--- src/rtl/keygate_pkg.sv ---
package keygate_pkg;
  localparam int NKEYS = 2;

  typedef struct packed {
    logic valid;
    logic flag;
  } key_rd_t;
endpackage

--- src/rtl/keygate_slot.sv ---
module keygate_slot #(
  parameter int ADDR_W = 8,
  parameter int DATA_W = 32,
  parameter logic [ADDR_W-1:0] SLOT_ADDR = '0,
  parameter logic [DATA_W-1:0] SLOT_MAGIC = '0
) (
  input  logic              clk,
  input  logic              rst,
  input  logic              wr,
  input  logic [ADDR_W-1:0] addr,
  input  logic [DATA_W-1:0] wdata,
  output logic              hit,
  output logic              ok
);
  assign hit = (addr == SLOT_ADDR);

  // Only the comparison result is kept; the key word itself is not stored.
  always_ff @(posedge clk) begin
    if (rst)
      ok <= 1'b0;
    else if (wr && hit)
      ok <= (wdata == SLOT_MAGIC);
  end
endmodule

--- src/rtl/keygate_wrq.sv ---
module keygate_wrq #(
  parameter int ADDR_W = 8,
  parameter int DATA_W = 32
) (
  input  logic              clk,
  input  logic              rst,
  input  logic              wr,
  input  logic              key_hit,
  input  logic              open,
  input  logic [ADDR_W-1:0] addr,
  input  logic [DATA_W-1:0] wdata,
  output logic              we_q,
  output logic [ADDR_W-1:0] addr_q,
  output logic [DATA_W-1:0] wdata_q
);
  always_ff @(posedge clk) begin
    if (rst) begin
      we_q    <= 1'b0;
      addr_q  <= '0;
      wdata_q <= '0;
    end else begin
      we_q <= wr && !key_hit && open;
      if (wr) begin
        addr_q  <= addr;
        wdata_q <= wdata;
      end
    end
  end
endmodule

--- src/rtl/keygate_rdport.sv ---
module keygate_rdport
  import keygate_pkg::*;
#(
  parameter int DATA_W = 32
) (
  input  logic             clk,
  input  logic             rst,
  input  logic             rd,
  input  logic [NKEYS-1:0] hit,
  input  logic [NKEYS-1:0] ok,
  output logic             rd_valid,
  output logic [DATA_W-1:0] rd_data
);
  key_rd_t nxt;

  always_comb begin
    nxt = '0;
    for (int i = 0; i < NKEYS; i++) begin
      if (rd && hit[i]) begin
        nxt.valid = 1'b1;
        nxt.flag  = ok[i];
      end
    end
  end

  always_ff @(posedge clk) begin
    if (rst) begin
      rd_valid <= 1'b0;
      rd_data  <= '0;
    end else begin
      rd_valid <= nxt.valid;
      rd_data  <= {{(DATA_W-1){1'b0}}, nxt.flag};
    end
  end
endmodule

--- src/rtl/regwr_keygate.sv ---
module regwr_keygate
  import keygate_pkg::*;
#(
  parameter int ADDR_W = 8,
  parameter int DATA_W = 32,
  parameter logic [ADDR_W-1:0] KEY0_ADDR = 8'h6C,
  parameter logic [ADDR_W-1:0] KEY1_ADDR = 8'h70,
  parameter logic [DATA_W-1:0] KEY0_MAGIC = 32'h83E7_0B13,
  parameter logic [DATA_W-1:0] KEY1_MAGIC = 32'h95A4_F1E0
) (
  input  logic              clk,
  input  logic              rst,
  input  logic              bus_wr,
  input  logic              bus_rd,
  input  logic [ADDR_W-1:0] bus_addr,
  input  logic [DATA_W-1:0] bus_wdata,
  output logic              prot_we,
  output logic [ADDR_W-1:0] prot_addr,
  output logic [DATA_W-1:0] prot_wdata,
  output logic              gate_open,
  output logic              key_rd_valid,
  output logic [DATA_W-1:0] key_rd_data
);
  localparam logic [ADDR_W-1:0] SLOT_ADDRS  [NKEYS] = '{KEY0_ADDR, KEY1_ADDR};
  localparam logic [DATA_W-1:0] SLOT_MAGICS [NKEYS] = '{KEY0_MAGIC, KEY1_MAGIC};

  logic [NKEYS-1:0] slot_hit;
  logic [NKEYS-1:0] slot_ok;

  for (genvar g = 0; g < NKEYS; g++) begin : g_slot
    keygate_slot #(
      .ADDR_W(ADDR_W),
      .DATA_W(DATA_W),
      .SLOT_ADDR(SLOT_ADDRS[g]),
      .SLOT_MAGIC(SLOT_MAGICS[g])
    ) u_slot (
      .clk(clk),
      .rst(rst),
      .wr(bus_wr),
      .addr(bus_addr),
      .wdata(bus_wdata),
      .hit(slot_hit[g]),
      .ok(slot_ok[g])
    );
  end

  assign gate_open = &slot_ok;

  keygate_wrq #(
    .ADDR_W(ADDR_W),
    .DATA_W(DATA_W)
  ) u_wrq (
    .clk(clk),
    .rst(rst),
    .wr(bus_wr),
    .key_hit(|slot_hit),
    .open(gate_open),
    .addr(bus_addr),
    .wdata(bus_wdata),
    .we_q(prot_we),
    .addr_q(prot_addr),
    .wdata_q(prot_wdata)
  );

  keygate_rdport #(
    .DATA_W(DATA_W)
  ) u_rd (
    .clk(clk),
    .rst(rst),
    .rd(bus_rd),
    .hit(slot_hit),
    .ok(slot_ok),
    .rd_valid(key_rd_valid),
    .rd_data(key_rd_data)
  );
endmodule

--- config.mk ---
export PLATFORM = sky130hd
export DESIGN_NAME = regwr_keygate
export DESIGN_NICKNAME = d
export VERILOG_FILES = /design/src/rtl/keygate_pkg.sv /design/src/rtl/keygate_slot.sv /design/src/rtl/keygate_wrq.sv /design/src/rtl/keygate_rdport.sv /design/src/rtl/regwr_keygate.sv
export SDC_FILE = /design/constraint.sdc
export NUM_CORES = 1
export LEC_CHECK = 0
export CAP_MARGIN = 20
export CORE_ASPECT_RATIO = 1.5
export CORE_MARGIN = 3
export CORE_UTILIZATION = 28
export DETAILED_ROUTE_END_ITERATION = 10
export GPL_TIMING_DRIVEN = 0
export MAX_ROUTING_LAYER = met4
export PLACE_DENSITY = 0.68
export SETUP_SLACK_MARGIN = 0.2
export SLEW_MARGIN = 10
export SYNTH_ARGS = -nofsm -noshare
export SYNTH_HDL_FRONTEND = slang
export SYNTH_SLANG_ARGS = --single-unit
--- constraint.sdc ---
create_clock -name clk -period 1.65 [get_ports clk]
set_input_delay 0.495 -clock clk [delete_from_list [all_inputs] [get_ports clk]]
set_output_delay 0.495 -clock clk [all_outputs]
set_load 0.02 [all_outputs]
==> reports/metrics.yaml <==
run:
  maxCapViolations: 0
global_routing:
  grt_pass1_wl_um: 8490
  grt_overflow_total: 0
  grt_pass1_vias: 1716
  antenna_found_initial: 0
  grt_max_degree: 14
  track_usage_pct: 13.4
routing:
  wl_per_cell_um: 12.7
  vias: 1734
  drc_errors: 0
  wl_um: 5430
  drt_pass1_iterations: 4
  vias_per_cell: 4.07
  postRouteAntennaNets: 0
  drtIter0Drc: 48
setup_path:
  crit_fanout: 3
  worst_r2r_endpoint: "g_slot[0].u_slot.ok"
  cpPeakStageDelay_ps: 360
  critPathLaunchType: "flip-flop"
  reg2regPathDepth: 3
  cp-end-kind: "primary output"
  critPathLaunch: "g_slot[0].u_slot.ok"
  critical_path.cell_chain: "and2_1, clkbuf_2"
  cp_data_required_time_ps: 1150
  path_class: "flip-flop to primary output"
  reg2reg_from: "g_slot[0].u_slot.ok"
  crit_path_top_delay_cell: "dfxtp_1"
  r2r_setup_slack_ps: 880
  crit_end: "gate_open"
  cp.arrival_ps: 960
clock_tree:
  clkTransAtPathRegs_ps: 80
  insertion_delay_ps: 290
  cts_tree: "yes"
  cts.htree.levels: 2
  cts_buffer_depth: 2
  cts_hold_buf: 0
  cts_root_buf: "clkbuf_8"
  cts-buffers-inserted: 5
  cts_sinks: 45
yosys:
  avgSynthCellArea_sq_um: 10.0
  ys.flop_type: "dfxtp_1"
  synth_edf_count: 0
  syn_inst: 204
  ys_warn_count: 0
  yosysSeqAreaShare_pct: 44.1
  yosysTopAreaCell: "dfxtp_1"
  synth-seq-cells: 45
  synth_most_common_cell: "dfxtp_1"
  netlist_area_sq_um: 2040
  synth_top_area_share_pct: 44.1
  synthTopCellsByArea: "dfxtp_1 44%, mux2i_1 20%, buf_4 11%"
  synthDistinctLibCells: 31
  async_reset_ff_share_pct: 0
  synthTopCellsByCount: "45 x dfxtp_1, 43 x nor2_1, 40 x mux2i_1, 31 x buf_4, 8 x buf_2"
worst_hold_path:
  hp-start: "bus_wdata[2]"
  hp-class: "input pin to flip-flop"
timing:
  rsz0062_at_grt: "true"
  max_freq_mhz: 686
  final_hold_viol_count: 0
  worst_slack_ps: 193
  setup-violations-final: 0
  min_period_ps: 1460
  clock_skew_ps: 0.176
  final-max-slew-violation-count: 0
  fin_crit_sh_pct: 88.3
power_and_ir_drop:
  total_leakage_power_nw: 1.55
  powerDensity_nw_per_um2: 780
  irDropWorstVdd_mv: 0.476
floorplan:
  rows: 37
  ios: 119
  die_y_um: 111
  die_w_um: 75.8
  die_area_sq_um: 8380
  core_sq_um: 6990
  start_util_pct: 29.2
placed_design:
  gp_congestion: 0.688
  dpl.hpwl_um: 4180
  place_area_sq_um: 3130
  portBuffers: 85
  place_ws_ps: -506
run_status:
  outcome: "complete, no violations"
final_layout:
  drive_gt1_share_pct: 35.6
  nets: 372
  area_growth_pct: 55.0
  n_fill_cell: 706
  fin_util_pct: 45.3
  final_area_sq_um: 3170
  antenna-diode-count: 0
timing repair:
action	4_1_cts	5_1_grt
endpoints found under the setup margin	49	46
gates resized for setup	168	43
buffers inserted	2	0
pin swaps	15	8
per-stage QoR:
step / TNS, ps / instances / total power (W) / hold slack [ps]
floorplan: 0 / 234 / 0.00152 / 447
global placement: -1960 / 416 / 0.00179 / 459
detailed placement: -2290 / 416 / 0.00179 / 470
CTS: 0 / 426 / 0.00253 / 436
global route: 0 / 426 / 0.00260 / 425
finish: 0 / 426 / 0.00247 / 429
where the power goes:
part / switching [W] / total (W) / internal, W
sequential: 0.0000271 / 0.00117 / 0.00114
combinational: 0.000295 / 0.000548 / 0.000253
clock: 0.000373 / 0.000752 / 0.000379
total: 0.000695 / 0.00247 / 0.00178
cell type report:
type                       count  area (sq um)  area share [%]
tap                           97           121            3.83
timing repair buffer          87           716            22.6
clock buffer                   7          96.3            3.04
inverter                       1          3.75           0.118
buffer                        41           295            9.32
sequential                    45           901            28.4
clock inverter                 1          5.00           0.158
multi-input combinational    147          1030            32.5
how the worst min path moves through the flow:
stage,end,cells after the start
floorplan,u_wrq.we_q,2
global placement,u_wrq.we_q,2
detailed placement,u_wrq.we_q,2
CTS,u_wrq.wdata_q[8],3
global route,u_wrq.wdata_q[30],3
finish,u_wrq.wdata_q[2],3
cell usage in the layout (no fill, tap or decap), drive strengths merged:
cell type,n
nand4bb,2
nor4b,2
clkinv,1
clkdlybuf4s15,24
a22oi,1
nand4b,3
a31o,1
a21oi,1
nand2,3
nand2b,3
nand4,1
clkdlybuf4s50,13
nor4,5
nor3,1
a211o,1
mux2i,40
dlygate4sd2,12
conb,31
buf,52
nand3,1
clkbuf,33
or4bb,1
nor2,43
or4b,3
and2,1
dlymetal6s2s,1
o21ai,1
nor4bb,1
dfxtp,45
and4b,1
inv,1
logic make-up after synthesis:
family	count (synthesis)	synth area share, %
other	1	0.183
muxes	40	19.6
AOI/OAI and AO/OA	5	1.71
DFF	45	44.1
and+or+nand+nor	71	20.2
buffers and inverters	42	14.3
registers in the layout (all words and copies together), names as in the netlist:
register / cells
u_rd.rd_data: 1
g_slot.u_slot.ok: 2
u_wrq.addr_q: 8
u_rd.rd_valid: 1
u_wrq.wdata_q: 32
u_wrq.we_q: 1
worst max-delay path: cells and delay by family, from the launching register on:
kind          cells  cell delay, ps
flops             1             360
buf+inv           1             180
simple gates      1             130
routing by layer:
layer | part of all wire, % | track usage, % | wire length [um]
met5 | 0 | - | 0
met2 | 50 | 22.6 | 2700
met1 | 41 | 15.6 | 2210
met3 | 8.5 | 2.90 | 462
met4 | 1.1 | 3.50 | 59
Note: power is estimated with default switching activity, not from simulation.
